===== src/rtl/hbuf_pkg.sv =====
package hbuf_pkg;
  localparam int OBF_BIT = 0;
  localparam int IBF_BIT = 1;
  localparam int F0_BIT  = 2;
  localparam int F1_BIT  = 3;
  localparam int LOW_W   = 4;

  typedef struct packed {
    logic wr;       // selected host write
    logic rd_data;  // selected host read of the data byte
    logic rd_sts;   // selected host read of status
  } host_ev_t;
endpackage


===== src/rtl/hbuf_host_decode.sv =====
module hbuf_host_decode
  import hbuf_pkg::*;
(
  input  logic     clk,
  input  logic     rst_n,
  input  logic     host_sel,
  input  logic     host_rd,
  input  logic     host_wr,
  input  logic     host_a0,
  output host_ev_t ev
);
  always_comb begin
    ev.wr      = host_sel & host_wr;
    ev.rd_data = host_sel & host_rd & ~host_a0;
    ev.rd_sts  = host_sel & host_rd & host_a0;
  end


  unsel_quiet_chk: assert property (@(posedge clk) disable iff (!rst_n)
    !host_sel |-> (ev == '0));
endmodule


===== src/rtl/hbuf_byte_reg.sv =====
module hbuf_byte_reg #(
  parameter int W = 8
) (
  input  logic         clk,
  input  logic         rst_n,
  input  logic         load,
  input  logic [W-1:0] d,
  output logic [W-1:0] q
);
  logic [W-1:0] q_nxt;

  always_comb begin
    q_nxt = q;
    if (load) q_nxt = d;
  end

  always_ff @(posedge clk or negedge rst_n) begin
    if (!rst_n) q <= '0;
    else        q <= q_nxt;
  end
endmodule


===== src/rtl/hbuf_status.sv =====
module hbuf_status
  import hbuf_pkg::*;
#(
  parameter int DATA_W = 8,
  localparam int HI_W  = DATA_W - LOW_W
) (
  input  logic              clk,
  input  logic              rst_n,
  input  host_ev_t          ev,
  input  logic              host_a0,
  input  logic              core_obuf_wr,
  input  logic              core_ibuf_rd,
  input  logic              core_f0_upd,
  input  logic              core_f0,
  input  logic              core_f1_clr,
  input  logic              core_f1_cpl,
  input  logic              core_sts_wr,
  input  logic [HI_W-1:0]   core_sts_nib,
  output logic [DATA_W-1:0] sts
);
  logic            obf_q, ibf_q, f0_q, f1_q;
  logic            obf_d, ibf_d, f0_d, f1_d;
  logic [HI_W-1:0] hi_q, hi_d;

  always_comb begin
    // Output-full: core set wins over host clear.
    obf_d = obf_q;
    if (core_obuf_wr)    obf_d = 1'b1;
    else if (ev.rd_data) obf_d = 1'b0;

    // Input-full: host set wins over core clear.
    ibf_d = ibf_q;
    if (ev.wr)             ibf_d = 1'b1;
    else if (core_ibuf_rd) ibf_d = 1'b0;

    f0_d = f0_q;
    if (core_f0_upd) f0_d = core_f0;

    // F1: host write, then clear, then complement.
    f1_d = f1_q;
    if (ev.wr)            f1_d = host_a0;
    else if (core_f1_clr) f1_d = 1'b0;
    else if (core_f1_cpl) f1_d = ~f1_q;

    hi_d = hi_q;
    if (core_sts_wr) hi_d = core_sts_nib;
  end

  always_ff @(posedge clk or negedge rst_n) begin
    if (!rst_n) begin
      obf_q <= 1'b0;
      ibf_q <= 1'b0;
      f0_q  <= 1'b0;
      f1_q  <= 1'b0;
      hi_q  <= '0;
    end else begin
      obf_q <= obf_d;
      ibf_q <= ibf_d;
      f0_q  <= f0_d;
      f1_q  <= f1_d;
      hi_q  <= hi_d;
    end
  end

  always_comb begin
    sts          = '0;
    sts[OBF_BIT] = obf_q;
    sts[IBF_BIT] = ibf_q;
    sts[F0_BIT]  = f0_q;
    sts[F1_BIT]  = f1_q;
    sts[DATA_W-1:LOW_W] = hi_q;
  end


  obf_set_chk: assert property (@(posedge clk) disable iff (!rst_n)
    core_obuf_wr |=> sts[OBF_BIT]);

  obf_clr_chk: assert property (@(posedge clk) disable iff (!rst_n)
    (ev.rd_data && !core_obuf_wr) |=> !sts[OBF_BIT]);

  ibf_set_chk: assert property (@(posedge clk) disable iff (!rst_n)
    ev.wr |=> (sts[IBF_BIT] && (sts[F1_BIT] == $past(host_a0))));

  ibf_clr_chk: assert property (@(posedge clk) disable iff (!rst_n)
    (core_ibuf_rd && !ev.wr) |=> !sts[IBF_BIT]);

  f0_copy_chk: assert property (@(posedge clk) disable iff (!rst_n)
    core_f0_upd |=> (sts[F0_BIT] == $past(core_f0)));

  nib_keep_chk: assert property (@(posedge clk) disable iff (!rst_n)
    (core_sts_wr && !ev.wr && !ev.rd_data && !core_obuf_wr && !core_ibuf_rd &&
     !core_f0_upd && !core_f1_clr && !core_f1_cpl)
    |=> (sts[LOW_W-1:0] == $past(sts[LOW_W-1:0])));
endmodule


===== src/rtl/hostbuf_iface.sv =====
module hostbuf_iface
  import hbuf_pkg::*;
#(
  parameter int DATA_W = 8,
  localparam int HI_W  = DATA_W - LOW_W
) (
  input  logic              clk,
  input  logic              rst_n,
  input  logic              host_sel,
  input  logic              host_rd,
  input  logic              host_wr,
  input  logic              host_a0,
  input  logic [DATA_W-1:0] host_wdata,
  output logic [DATA_W-1:0] host_rdata,
  input  logic              core_obuf_wr,
  input  logic [DATA_W-1:0] core_obuf_data,
  input  logic              core_ibuf_rd,
  output logic [DATA_W-1:0] core_ibuf_data,
  input  logic              core_f0_upd,
  input  logic              core_f0,
  input  logic              core_f1_clr,
  input  logic              core_f1_cpl,
  input  logic              core_sts_wr,
  input  logic [HI_W-1:0]   core_sts_nib,
  output logic [DATA_W-1:0] core_status
);
  host_ev_t          ev;
  logic [DATA_W-1:0] obuf_q, ibuf_q, sts;

  hbuf_host_decode u_dec (
    .clk      (clk),
    .rst_n    (rst_n),
    .host_sel (host_sel),
    .host_rd  (host_rd),
    .host_wr  (host_wr),
    .host_a0  (host_a0),
    .ev       (ev)
  );

  hbuf_byte_reg #(.W(DATA_W)) u_ibuf (
    .clk   (clk),
    .rst_n (rst_n),
    .load  (ev.wr),
    .d     (host_wdata),
    .q     (ibuf_q)
  );

  hbuf_byte_reg #(.W(DATA_W)) u_obuf (
    .clk   (clk),
    .rst_n (rst_n),
    .load  (core_obuf_wr),
    .d     (core_obuf_data),
    .q     (obuf_q)
  );

  hbuf_status #(.DATA_W(DATA_W)) u_sts (
    .clk          (clk),
    .rst_n        (rst_n),
    .ev           (ev),
    .host_a0      (host_a0),
    .core_obuf_wr (core_obuf_wr),
    .core_ibuf_rd (core_ibuf_rd),
    .core_f0_upd  (core_f0_upd),
    .core_f0      (core_f0),
    .core_f1_clr  (core_f1_clr),
    .core_f1_cpl  (core_f1_cpl),
    .core_sts_wr  (core_sts_wr),
    .core_sts_nib (core_sts_nib),
    .sts          (sts)
  );

  assign host_rdata     = host_a0 ? sts : obuf_q;
  assign core_ibuf_data = ibuf_q;
  assign core_status    = sts;

  logic core_quiet;
  assign core_quiet = !core_obuf_wr && !core_ibuf_rd && !core_f0_upd &&
                      !core_f1_clr && !core_f1_cpl && !core_sts_wr;


  sts_read_chk: assert property (@(posedge clk) disable iff (!rst_n)
    (ev.rd_sts && !ev.wr && core_quiet)
    |=> ($stable(core_status) && $stable(core_ibuf_data)));

  unsel_hold_chk: assert property (@(posedge clk) disable iff (!rst_n)
    (!host_sel && core_quiet)
    |=> ($stable(core_status) && $stable(core_ibuf_data)));
endmodule


===== config.mk =====
export PLATFORM = sky130hd
export DESIGN_NAME = hostbuf_iface
export DESIGN_NICKNAME = d
export VERILOG_FILES = /design/src/rtl/hbuf_pkg.sv /design/src/rtl/hbuf_host_decode.sv /design/src/rtl/hbuf_byte_reg.sv /design/src/rtl/hbuf_status.sv /design/src/rtl/hostbuf_iface.sv
export SDC_FILE = /design/constraint.sdc
export NUM_CORES = 1
export LEC_CHECK = 0
export BUFFER_PORTS_ARGS = -buffer_cell sky130_fd_sc_hd__buf_2
export CAP_MARGIN = 20
export CELL_PAD_IN_SITES_DETAIL_PLACEMENT = 0
export CELL_PAD_IN_SITES_GLOBAL_PLACEMENT = 1
export CORE_UTILIZATION = 33
export DETAILED_ROUTE_END_ITERATION = 6
export HOLD_SLACK_MARGIN = 0.12
export PLACE_DENSITY_LB_ADDON = 0.3
export SLEW_MARGIN = 15
export SYNTH_ARGS = -nofsm -noshare
export SYNTH_HDL_FRONTEND = slang
export SYNTH_SLANG_ARGS = --single-unit

===== constraint.sdc =====
create_clock -name clk -period 1.1 [get_ports clk]
set_clock_uncertainty 0.05 [all_clocks]
set_input_delay 0 -clock clk [delete_from_list [all_inputs] [get_ports clk]]
set_output_delay 0 -clock clk [all_outputs]
set_load 0.005 [all_outputs]

==> results.md <==
* Run status: complete, but fails checks
* Failing checks: design-rule violations, negative setup slack
* DR DRC count at 4
* Largest net degree at the start of global routing at 25
* Syn-to-layout area delta at 70.4%
* Placed standard-cell area at between 1000 and 1500 um2
* Layout fillers at between 200 and 250
* Yosys reg bits at 24
* Die W at ~58 um
* WL final at between 2000 and 3000 um
* Sequential cell area fraction in the yosys report at 0.585
* Initial Utilization at 0.360
* Starting DRT DRC Count at 18
* Leakage power at 0.851 nW
* Ports at 57
* Antenna-violating nets left at 0
* Fraction of layout cells with a size suffix above 1 at 0.609
* CTS tree: done
* CP endpoint: host_rdata[3]
* Met3 wire len at roughly 80 um
* Slew @ Worst Pin at 0.531 ns
* Critical Path Source: u_obuf.q[3]
* Wire length of the first global-routing pass at roughly 4200 um
* CORE AREA at roughly 2900 um2
* Vias in the first global route at a little under 1,000
* Power per Cell Area at roughly 1100 nW/um2
* Wl on met1 at 948 um
* Final Util at 0.613
* First-pass iteration count of the detailed router at 5
* Pins Over Slew Limit at 0
* Syn_area_per_cell at ~15 um2
* Clk buf depth at 2
* CP Launch Type: flop
* Final min period at around 1.2 ns
* Total power at approximately 0.0020 W
* R2R Setup Slk at 0.09 ns
* RR Startpoint: u_sts.f1_q
* Post-synthesis cell type count at 12
* Synth warnings at 0
* Final setup fails at 8
* H-tree depth at 1
* Kind of critical path: reg2out
* Row count at 19
* Antenna Cells at 0
* CTS Root Cell: clkbuf_4
* Drt wl/cell at approximately 13 um
* Mean number of vias per cell at between 4 and 5
* Sink Count at 24
* Post-route clock period utilization at 1.05
* Via Count at ~880
* Maximum vdd drop at a little under 0.8 mV
* Maxcap violations at 0
* Clk_lat worst skew at about 0.3 ns
* Final Hold Viols at 0
* Post-Syn Nets at 100
* Placer's final routability congestion estimate at a little over 0.7
* Die Footprint at between 3000 and 4000 um2
* Worst EP arrival at between 1 and 1.5 ns
* Area occupied by multi-input gates at 389 um2
* Final worst slack at -0.0508 ns
* F_max at between 0.8 and 0.9 GHz
* Met2 WL at 1520 um
* GRT overflow at 0
* CP Data Required Time at 1.05 ns
* Min-Delay Path Class: in2async
* Initial antenna violation count at 0
* FF-to-FF End: u_sts.f1_q
* Unrepaired setup endpoints after global routing: yes
* CP endpoint kind: output pin
* GRT Total Usage at 0.169
* Worst-path clk slew at approximately 0.13 ns
* DIE HEIGHT at around 58 um
* Post-Syn Instances at 67
* Finished layout cell area at around 1700 um2
* Final #Nets at about 200
* Crit path max fanout at 2
* Reg2reg path depth at 3
* Mapped cell area at slightly above 1000 um2
* Buffers on Ports at between 50 and 60
* Hold_ws at between 0.15 and 0.2 ns
* Reg area at between 600 and 700 um2
* Slew HR at 0.646
* CTS Buf Count at 3
* DR top layer: met4
* Dpl hpwl at about 1500 um
==> flip-flops by register name, summed over array words and instances, names as in the netlist <==
signal and count:
u_sts.ibf_q 1, u_ibuf.q 8, u_sts.f0_q 1, u_sts.obf_q 1
u_sts.hi_q 4, u_sts.f1_q 1, u_obuf.q 8
==> how the worst min path moves through the flow <==
stage	start	depth (start not counted)	to	slack (ns)
6_report	rst_n	2	u_ibuf.q[7]	0.17
5_1_grt	host_a0	3	u_sts.obf_q	0.20
4_1_cts	host_a0	3	u_sts.obf_q	0.14
3_5_place_dp	rst_n	1	u_sts.hi_q[3]	-0.03
3_3_place_gp	rst_n	1	u_sts.hi_q[3]	-0.04
2_1_floorplan	rst_n	0	u_ibuf.q[0]	-0.35
==> layer usage <==
metal	vias up	track usage
li1	422	-
met1	428	0.176
met2	23	0.336
met3	2	0.0156
met4	0	0.0782
met5	-	0
==> cell type report <==
cell class                      instances  area share
Clock buffer                            4      0.0208
Sequential cell                        24       0.344
Inverter                                1     0.00215
Timing Repair Buffer                   96       0.389
Multi-Input combinational cell         36       0.223
Tap cell                               31      0.0222
==> kinds of logic after synthesis <==
kind of cell    Yosys count  share of synthesized area
mux                      29                      0.318
flops                    24                      0.585
buf+inv                   7                     0.0427
compound gates            4                     0.0268
simple gates              2                     0.0183
xor+xnor                  1                    0.00854
==> cell usage after synthesis <==
| library cell | instances | area, um2 |
|---|---|---|
| buf_4 | 4 | 30.0 |
| o21ai_0 | 1 | 5.00 |
| mux2_2 | 29 | 327 |
| inv_1 | 1 | 3.75 |
| dfrtp_1 | 24 | 601 |
| a21o_1 | 1 | 7.51 |
| nand2_4 | 1 | 11.3 |
| buf_2 | 2 | 10.0 |
| nand3b_1 | 1 | 7.51 |
| a32o_1 | 1 | 10.0 |
| a21oi_1 | 1 | 5.00 |
| xor2_1 | 1 | 8.76 |
==> cell usage in the layout (no fill, tap or decap), drive strengths merged <==
cell type / Yosys / routed
a21o: 1 / 1
a21oi: 1 / 1
a32o: 1 / 1
buf: 6 / 64
clkbuf: 0 / 4
dfrtp: 24 / 24
dlygate4sd3: 0 / 32
inv: 1 / 1
mux2: 29 / 29
nand2: 1 / 1
nand3b: 1 / 1
o21ai: 1 / 1
xor2: 1 / 1
==> critical path, cell delays in order (launching register included) <==
cell and delay, ns:
dfrtp_1 0.41, mux2_4 0.28, buf_6 0.11
==> metrics by stage <==
stage / setup WS [ns] / TNS (ns) / instances
floorplan: 0.232 / 0 / 67
global placement: 0.225 / 0 / 148
detailed placement: 0.206 / 0 / 148
CTS: -0.0598 / -0.405 / 192
global route: -0.0938 / -0.673 / 192
finish: -0.0508 / -0.278 / 192
==> report_power, final <==
part	internal (W)	leakage, nW	switching (W)
logic	0.000354	0.549	0.000176
clock network	0.000202	0.0210	0.000248
registers	0.000982	0.280	0.0000470
==> repair_timing <==
| item | 4_1_cts | 5_1_grt |
|---|---|---|
| setup endpoints to repair | 8 | 8 |
| pin swaps | 0 | 0 |
| hold buffers | 32 | 0 |
| setup buffers | 8 | 0 |
| endpoints found under the hold margin | 48 | 0 |
| gates resized for setup | 0 | 5 |
Power figures use the tool's default switching activity.
